## src/rtl/pcs_ber_pkg.sv

```systemverilog
package pcs_ber_pkg;

  typedef logic [1:0] sync_hdr_t;

  // equal bits mean the header could not have been sent on a clean line
  function automatic logic hdr_is_bad(input sync_hdr_t h);
    return (h[1] == h[0]);
  endfunction

endpackage

```

## src/rtl/pcs_ber_hdr_check.sv

```systemverilog
module pcs_ber_hdr_check
  import pcs_ber_pkg::*;
(
  input  sync_hdr_t hdr_i,
  input  logic      hdr_vld_i,
  input  logic      align_i,
  output logic      bad_o
);

  always_comb begin
    bad_o = align_i && hdr_vld_i && hdr_is_bad(hdr_i);
  end

endmodule

```

## src/rtl/pcs_ber_win_timer.sv

```systemverilog
module pcs_ber_win_timer #(
  parameter int unsigned WIN_TICKS = 195313,
  localparam int unsigned TW = (WIN_TICKS > 1) ? $clog2(WIN_TICKS) : 1
) (
  input  logic clk,
  input  logic rst,
  input  logic align_i,
  input  logic tick_i,
  output logic win_end_o
);

  localparam logic [TW-1:0] LAST = TW'(WIN_TICKS - 1);

  logic [TW-1:0] tmr_q;

  always_comb begin
    win_end_o = align_i && tick_i && (tmr_q == LAST);
  end

  always_ff @(posedge clk) begin
    if (rst || !align_i) begin
      tmr_q <= '0;
    end else if (tick_i) begin
      if (tmr_q == LAST) tmr_q <= '0;
      else               tmr_q <= tmr_q + 1'b1;
    end
  end

endmodule

```

## src/rtl/pcs_ber_err_count.sv

```systemverilog
module pcs_ber_err_count #(
  parameter int unsigned THRESH = 97,
  localparam int unsigned CW = $clog2(THRESH + 1)
) (
  input  logic          clk,
  input  logic          rst,
  input  logic          align_i,
  input  logic          bad_i,
  input  logic          win_end_i,
  output logic [CW-1:0] cnt_next_o,
  output logic          at_thresh_o
);

  localparam logic [CW-1:0] TOP = CW'(THRESH);

  logic [CW-1:0] cnt_q;

  always_comb begin
    if (bad_i && cnt_q != TOP) cnt_next_o = cnt_q + 1'b1;
    else                       cnt_next_o = cnt_q;
    at_thresh_o = (cnt_next_o == TOP);
  end

  always_ff @(posedge clk) begin
    if (rst || !align_i || win_end_i) cnt_q <= '0;
    else                              cnt_q <= cnt_next_o;
  end

endmodule

```

## src/rtl/pcs_ber_monitor.sv

```systemverilog
module pcs_ber_monitor
  import pcs_ber_pkg::*;
#(
  parameter int unsigned WIN_TICKS = 195313,
  parameter int unsigned THRESH    = 97
) (
  input  logic       clk,
  input  logic       rst,
  input  logic       tick_i,
  input  logic [1:0] hdr_i,
  input  logic       hdr_vld_i,
  input  logic       align_i,
  output logic       hi_ber_o,
  output logic       accept_o
);

  localparam int unsigned CW = $clog2(THRESH + 1);

  logic          bad;
  logic          win_end;
  logic [CW-1:0] cnt_next;
  logic          at_thresh;
  logic          hi_next;

  pcs_ber_hdr_check u_chk (
    .hdr_i     (sync_hdr_t'(hdr_i)),
    .hdr_vld_i (hdr_vld_i),
    .align_i   (align_i),
    .bad_o     (bad)
  );

  pcs_ber_win_timer #(.WIN_TICKS(WIN_TICKS)) u_tmr (
    .clk       (clk),
    .rst       (rst),
    .align_i   (align_i),
    .tick_i    (tick_i),
    .win_end_o (win_end)
  );

  pcs_ber_err_count #(.THRESH(THRESH)) u_cnt (
    .clk         (clk),
    .rst         (rst),
    .align_i     (align_i),
    .bad_i       (bad),
    .win_end_i   (win_end),
    .cnt_next_o  (cnt_next),
    .at_thresh_o (at_thresh)
  );

  // the threshold wins over the window end; a quiet window end clears
  always_comb begin
    if (!align_i)       hi_next = 1'b0;
    else if (at_thresh) hi_next = 1'b1;
    else if (win_end)   hi_next = 1'b0;
    else                hi_next = hi_ber_o;
  end

  always_ff @(posedge clk) begin
    if (rst) begin
      hi_ber_o <= 1'b0;
      accept_o <= 1'b0;
    end else begin
      hi_ber_o <= hi_next;
      accept_o <= align_i && !hi_next;
    end
  end

endmodule

```

## config.mk

```make
export PLATFORM = sky130hd
export DESIGN_NAME = pcs_ber_monitor
export DESIGN_NICKNAME = d
export VERILOG_FILES = /design/src/rtl/pcs_ber_pkg.sv /design/src/rtl/pcs_ber_hdr_check.sv /design/src/rtl/pcs_ber_win_timer.sv /design/src/rtl/pcs_ber_err_count.sv /design/src/rtl/pcs_ber_monitor.sv
export SDC_FILE = /design/constraint.sdc
export NUM_CORES = 1
export LEC_CHECK = 0
export ABC_AREA = 1
export BUFFER_PORTS_ARGS = -buffer_cell sky130_fd_sc_hd__buf_2
export CAP_MARGIN = 20
export CELL_PAD_IN_SITES_DETAIL_PLACEMENT = 1
export CELL_PAD_IN_SITES_GLOBAL_PLACEMENT = 1
export CORE_ASPECT_RATIO = 0.6
export CORE_UTILIZATION = 47
export DETAILED_ROUTE_END_ITERATION = 16
export PLACE_DENSITY = 0.93
export SYNTH_ARGS = -nofsm -noshare
export SYNTH_HDL_FRONTEND = slang
export SYNTH_SLANG_ARGS = --single-unit
```

## constraint.sdc

```tcl
create_clock -name clk -period 2.54 [get_ports clk]
set_clock_uncertainty 0.15 [all_clocks]
set_input_delay 0.762 -clock clk [delete_from_list [all_inputs] [get_ports clk]]
set_output_delay 0.762 -clock clk [all_outputs]
set_load 0.03 [all_outputs]
```

* Yosys cells after proc, flatten, opt, wreduce, memory -nomap -nowiden
Index checks and enable logic that the tools add are counted.
** Storage, ports and cells
- Memories kept :: 0
- Input bits :: 7
- Bits in latches :: 0
- RAM bits :: 0
- Output and inout bits :: 2
- Bits in registers :: 27
- Memory bits (read-only) :: 0
** Cells by class
- Order comparisons :: 0
- Div/mod/pow operators :: 0
- Mux-type cells :: 5
- Reduce and logical (&&, ||, !) cells :: 10
- Bitwise operators :: 0
- Multiply operators :: 0
- Equal/unequal tests :: 4
- Add/sub/neg operators :: 2
- Shift operators :: 0
** Operators by type and width (count)
- $add 18x1->18 const B :: 1
- $eq 18x18->1 const B :: 1
- $mux 18 :: 1
- $add 7x1->7 const B :: 1
- $eq 7x7->1 const B :: 1
- $mux 7 :: 1
- $ne 7x7->1 const B :: 1
- $logic_and 1x1->1 :: 6
- $mux 1 :: 3
- $logic_not 1->1 :: 2
- $logic_or 1x1->1 :: 2
- $eq 1x1->1 :: 1

* Logic depth before layout (Yosys ltp)
- Word-level depth :: 9
- Mapped depth :: 12

* Modules after synthesis
A second synthesis with hierarchy kept.
** Second synthesis, totals
- Cells, all modules :: 255
- Area total of the unflattened synthesis :: 1645.3 sq um
** Modules (own cells, without submodules)
- pcs_ber_win_timer :: sequential area each 360.3 sq um, area each 1022.2 sq um, times used 1, cells each 158
- pcs_ber_err_count :: sequential area each 140.1 sq um, area each 511.7 sq um, times used 1, cells each 80
- pcs_ber_monitor :: sequential area each 40.0 sq um, area each 82.6 sq um, times used 1, cells each 10
- pcs_ber_hdr_check :: sequential area each 0.0 sq um, area each 28.8 sq um, times used 1, cells each 7

* Worst setup path before layout
OpenSTA, ideal clock, no wires.
- Path type :: input -> register
- From :: input tick_i
- To :: register u_tmr.tmr_q[14]
- Stages on the path :: 8
- Setup slack :: 662 ps
- Setup time :: 117 ps
- Data required time :: 2273 ps
- Arrival :: 1611 ps
- Cells stage by stage :: buf_2 nand2_1 inv_1 nand4_2 nor2_4 nand2_1 o21ai_1 nor2_1
** RTL lines
- from (decl) :: line pcs_ber_monitor.sv:9 : input logic tick_i,
- to (signal assigned) :: line pcs_ber_win_timer.sv:25 : else tmr_q <= tmr_q + 1'b1;
- to (decl) :: line pcs_ber_win_timer.sv:14 : logic [TW-1:0] tmr_q;

* Worst setup path in the final report
- From :: register u_cnt.cnt_q[0]
- To :: register accept_o
** On the way
- Cells in the longest elaborated chain, start to end :: 8
** Ends and longest elaborated chain
- from (decl) :: line pcs_ber_err_count.sv:16 : logic [CW-1:0] cnt_q;
- from (signal assigned) :: line pcs_ber_err_count.sv:26 : else cnt_q <= cnt_next_o;
- branches (longest 2 deep; another with $add 7x1->7)
- $mux 7 (*) :: line pcs_ber_err_count.sv:19 : if (bad_i && cnt_q != TOP) cnt_next_o = cnt_q + 1'b1;
- $eq 7x7->1 (*) :: line pcs_ber_err_count.sv:21 : at_thresh_o = (cnt_next_o == TOP);
- $mux 1 (*) :: line pcs_ber_monitor.sv:53 : else if (at_thresh) hi_next = 1'b1;
- $mux 1 (*) :: line pcs_ber_monitor.sv:52 : if (!align_i) hi_next = 1'b0;
- $logic_not 1->1 (*) :: line pcs_ber_monitor.sv:64 : accept_o <= align_i && !hi_next;
- $logic_and 1x1->1 (*) :: line pcs_ber_monitor.sv:64
- to (signal assigned) :: line pcs_ber_monitor.sv:64
- to (decl) :: line pcs_ber_monitor.sv:14 : output logic accept_o
Every way passes the cells marked *.
A chain may end at the register's enable or synchronous reset.

==> flow_summary.toml <==
[sta]
min_period_ns = 1.90
drv_slew = 0
rsz0062_at_grt = "no"
setup_slack_ns = 0.635
slew_headroom_pct = 73.8
fmax_ghz = 0.525
setup_violations = 0
worst_slew_pin_slew_ns = 0.393
setup_tns_ns = 0
post-route-period-util_pct = 75.0
hold_viol_final = 0

[cells_and_area]
layout-drive-gt1-share_pct = 18.2
register_area_um2 = 541
final_nets = 248
diodes = 0
utilization_pct = 53.0
multi_input_area_um2 = 916
fin_cells = 281
fillers = 426
syn2layout_area_growth_pct = 6.72

[synth]
synth-seq-cells = 27
ys_warn_count = 0
syn_area_per_cell_um2 = 7.13
yosys.area.top_type_share_pct = 33.4
synth-main-ff-cell = "dfxtp_1"
synth_area_mm2 = 0.00162
ys_top_cells_by_area = "dfxtp_1 33%, nand2_1 14%, inv_1 7.2%"
synth_nets = 238
async_flop_share_pct = 0
synth.largest_area_cell = "dfxtp_1"
synth-edff-count = 0
ys_types = 29
synth-seq-area-share_pct = 33.4
syn-instance-count = 227
yosysMostFrequentCell = "nand2_1"
synth_common_cells = "60 x nand2_1, 31 x inv_1, 27 x dfxtp_1, 24 x nor2_1, 14 x nand3_1"

[clock_tree]
path_clk_slew_ns = 0.10
htree_levels = 1
cts_resized = 0
cts_tree = "yes"
cts_sinks = 27
clk_latency_ns = 0.28
cts_hold_buf = 0
cts-root-buf = "clkbuf_8"
clockBufferDepth = 2
post-cts-setup-buffer-count = 0
numCtsBuffers = 3

[die]
start_util_pct = 49.6
rows = 16
io_pins = 9
design.core.area_mm2 = 0.00326
die-area_mm2 = 0.00369
die_w_um = 77.8
die_y_um = 47.5

[critical_path]
crit_type = "flop to flop"
r2r_start = "u_cnt.cnt_q[0]"
rr_worst_depth = 11
r2r_end = "accept_o"
cpMaxStageDelayCell = "dfxtp_1"
crit_chain = "ha_1 -> nand2_1 -> nand3b_2 -> nand2_2 -> nand2_1 -> nand2_1 -> nand2_1 -> nor2_1 -> nand3_1 -> nand2_1 -> nor2_1"
end_kind = "flop"
start_kind = "flop"
crit_fanout = 7
critPathMaxStageDelay_ns = 0.47
required_ns = 2.56
path_buf_inv = 0
cpMostUsedCell = "nand2_1"
arrival_ns = 1.93
critical_path.top_delay_family = "simple AND/OR/NAND/NOR gates"
r2r_setup_slack_ns = 0.64

[placement]
place.gp.congestion = 0.865
place_hpwl_um = 3040
io_buffers = 8
pre_cts_ws_ns = 0.360
dp_cells = 277

[drt]
wl_met1_um = 2110
vias = 1396
ant_nets = 0
drt_iter0_markers = 93
wl_per_cell_um = 14.1
wl_um = 3960
viasPerCell = 4.97
top_layer_used = "met4"
drc = 0
drt_first_pass_iters = 4
wl_met2_um = 1720
met3_length_um = 120

[flow_run]
maxCapViolations = 0

[power_and_ir_drop]
intPower_mw = 0.556
clkPwrFrac_pct = 34.7
finalPower_mw = 0.744
swShare_pct = 25.3
seqPwrFrac_pct = 58.1
power_density_mw_per_mm2 = 431
p_sw_mw = 0.188
power_frac_comb_pct = 7.2
power.leakage_nw = 0.767
ir_drop_mv = 0.326

[global_route]
grt_max_degree = 16
antenna_found_initial = 0
grt_pass1_vias = 1297
grt_overflow = 0
grt_use_total_pct = 23.4
grt_pass1_wl_um = 6450

[min_path]
min_from = "u_tmr.tmr_q[14]"
hp-class = "flop to flop"
hold_path_depth = 2
min_to = "u_tmr.tmr_q[14]"

[status]
outcome = "completed"
-- flip-flops by register name, indices dropped and copies added, names as in the netlist --
register and cells:
hi_ber_o 1, u_cnt.cnt_q 7, u_tmr.tmr_q 18, accept_o 1
-- power by group through the flow --
stage | Combinational [mW] | Clock [mW] | Sequential (mW)
2_1_floorplan | 0.0379 | 0 | 0.442
3_3_place_gp | 0.0500 | 0 | 0.442
3_5_place_dp | 0.0532 | 0 | 0.442
4_1_cts | 0.0538 | 0.255 | 0.432
5_1_grt | 0.0607 | 0.272 | 0.433
6_report | 0.0539 | 0.258 | 0.432
-- area by class of cell --
class                      count  share of cell area, %
tap                           45                   3.26
clock buffer                   4                   2.61
inverter                      34                   7.53
multi-input combinational    163                   53.0
sequential                    27                   31.3
timing repair buffer           8                   2.32
-- worst register-to-register path: stages (launching register included) --
cell and delay (ns):
dfxtp_1 0.47, ha_1 0.23, nand2_1 0.05, nand3b_2 0.24, nand2_2 0.14, nand2_1 0.06, nand2_1 0.08, nand2_1 0.07
nor2_1 0.09, nand3_1 0.10, nand2_1 0.08, nor2_1 0.03
-- placed cells by master, fill, tap and decap left out, types with 2 or more instances in the layout --
cell type	netlist	routed
nand2_1	60	60
inv_1	31	31
dfxtp_1	27	27
nor2_1	24	24
nand3_1	14	14
nor2_2	12	12
xor2_1	8	8
buf_2	1	8
a21oi_1	7	7
nor2_4	6	6
nand2_2	5	5
o21ai_0	5	5
ha_1	4	4
nor3_1	3	3
nand4_1	3	3
clkbuf_8	0	3
inv_2	2	2
nand4_2	2	2
nand4_4	2	2
-- cell families after synthesis --
family / Yosys count / synth area share, %
buf+inv: 37 / 10.0
simple gates: 135 / 43.7
flops: 27 / 33.4
xor+xnor: 9 / 4.87
compound gates: 15 / 4.87
fa+ha+maj: 4 / 3.09
-- worst max-delay path by stage --
stage	startpoint	to	depth (start not counted)
after floorplan	tick_i	u_tmr.tmr_q[14]	8
after global placement	align_i	accept_o	10
after detailed placement	align_i	accept_o	10
after CTS	u_tmr.tmr_q[0]	u_tmr.tmr_q[0]	7
after global routing	u_cnt.cnt_q[0]	accept_o	11
final	u_cnt.cnt_q[0]	accept_o	11
-- metrics by stage --
stage	hold WS (ns)	cell area, um2
final	0.375	1730
after global routing	0.431	1730
after CTS	0.372	1730
after detailed placement	0.329	1680
after global placement	0.320	1680
after floorplan	0.302	1620
-- routing by layer --
layer	GRT usage, %	vias up
li1	-	720
met1	33.0	657
met2	39.1	17
met3	5.33	2
met4	1.89	0
met5	0	-
Power figures use the tool's default switching activity.
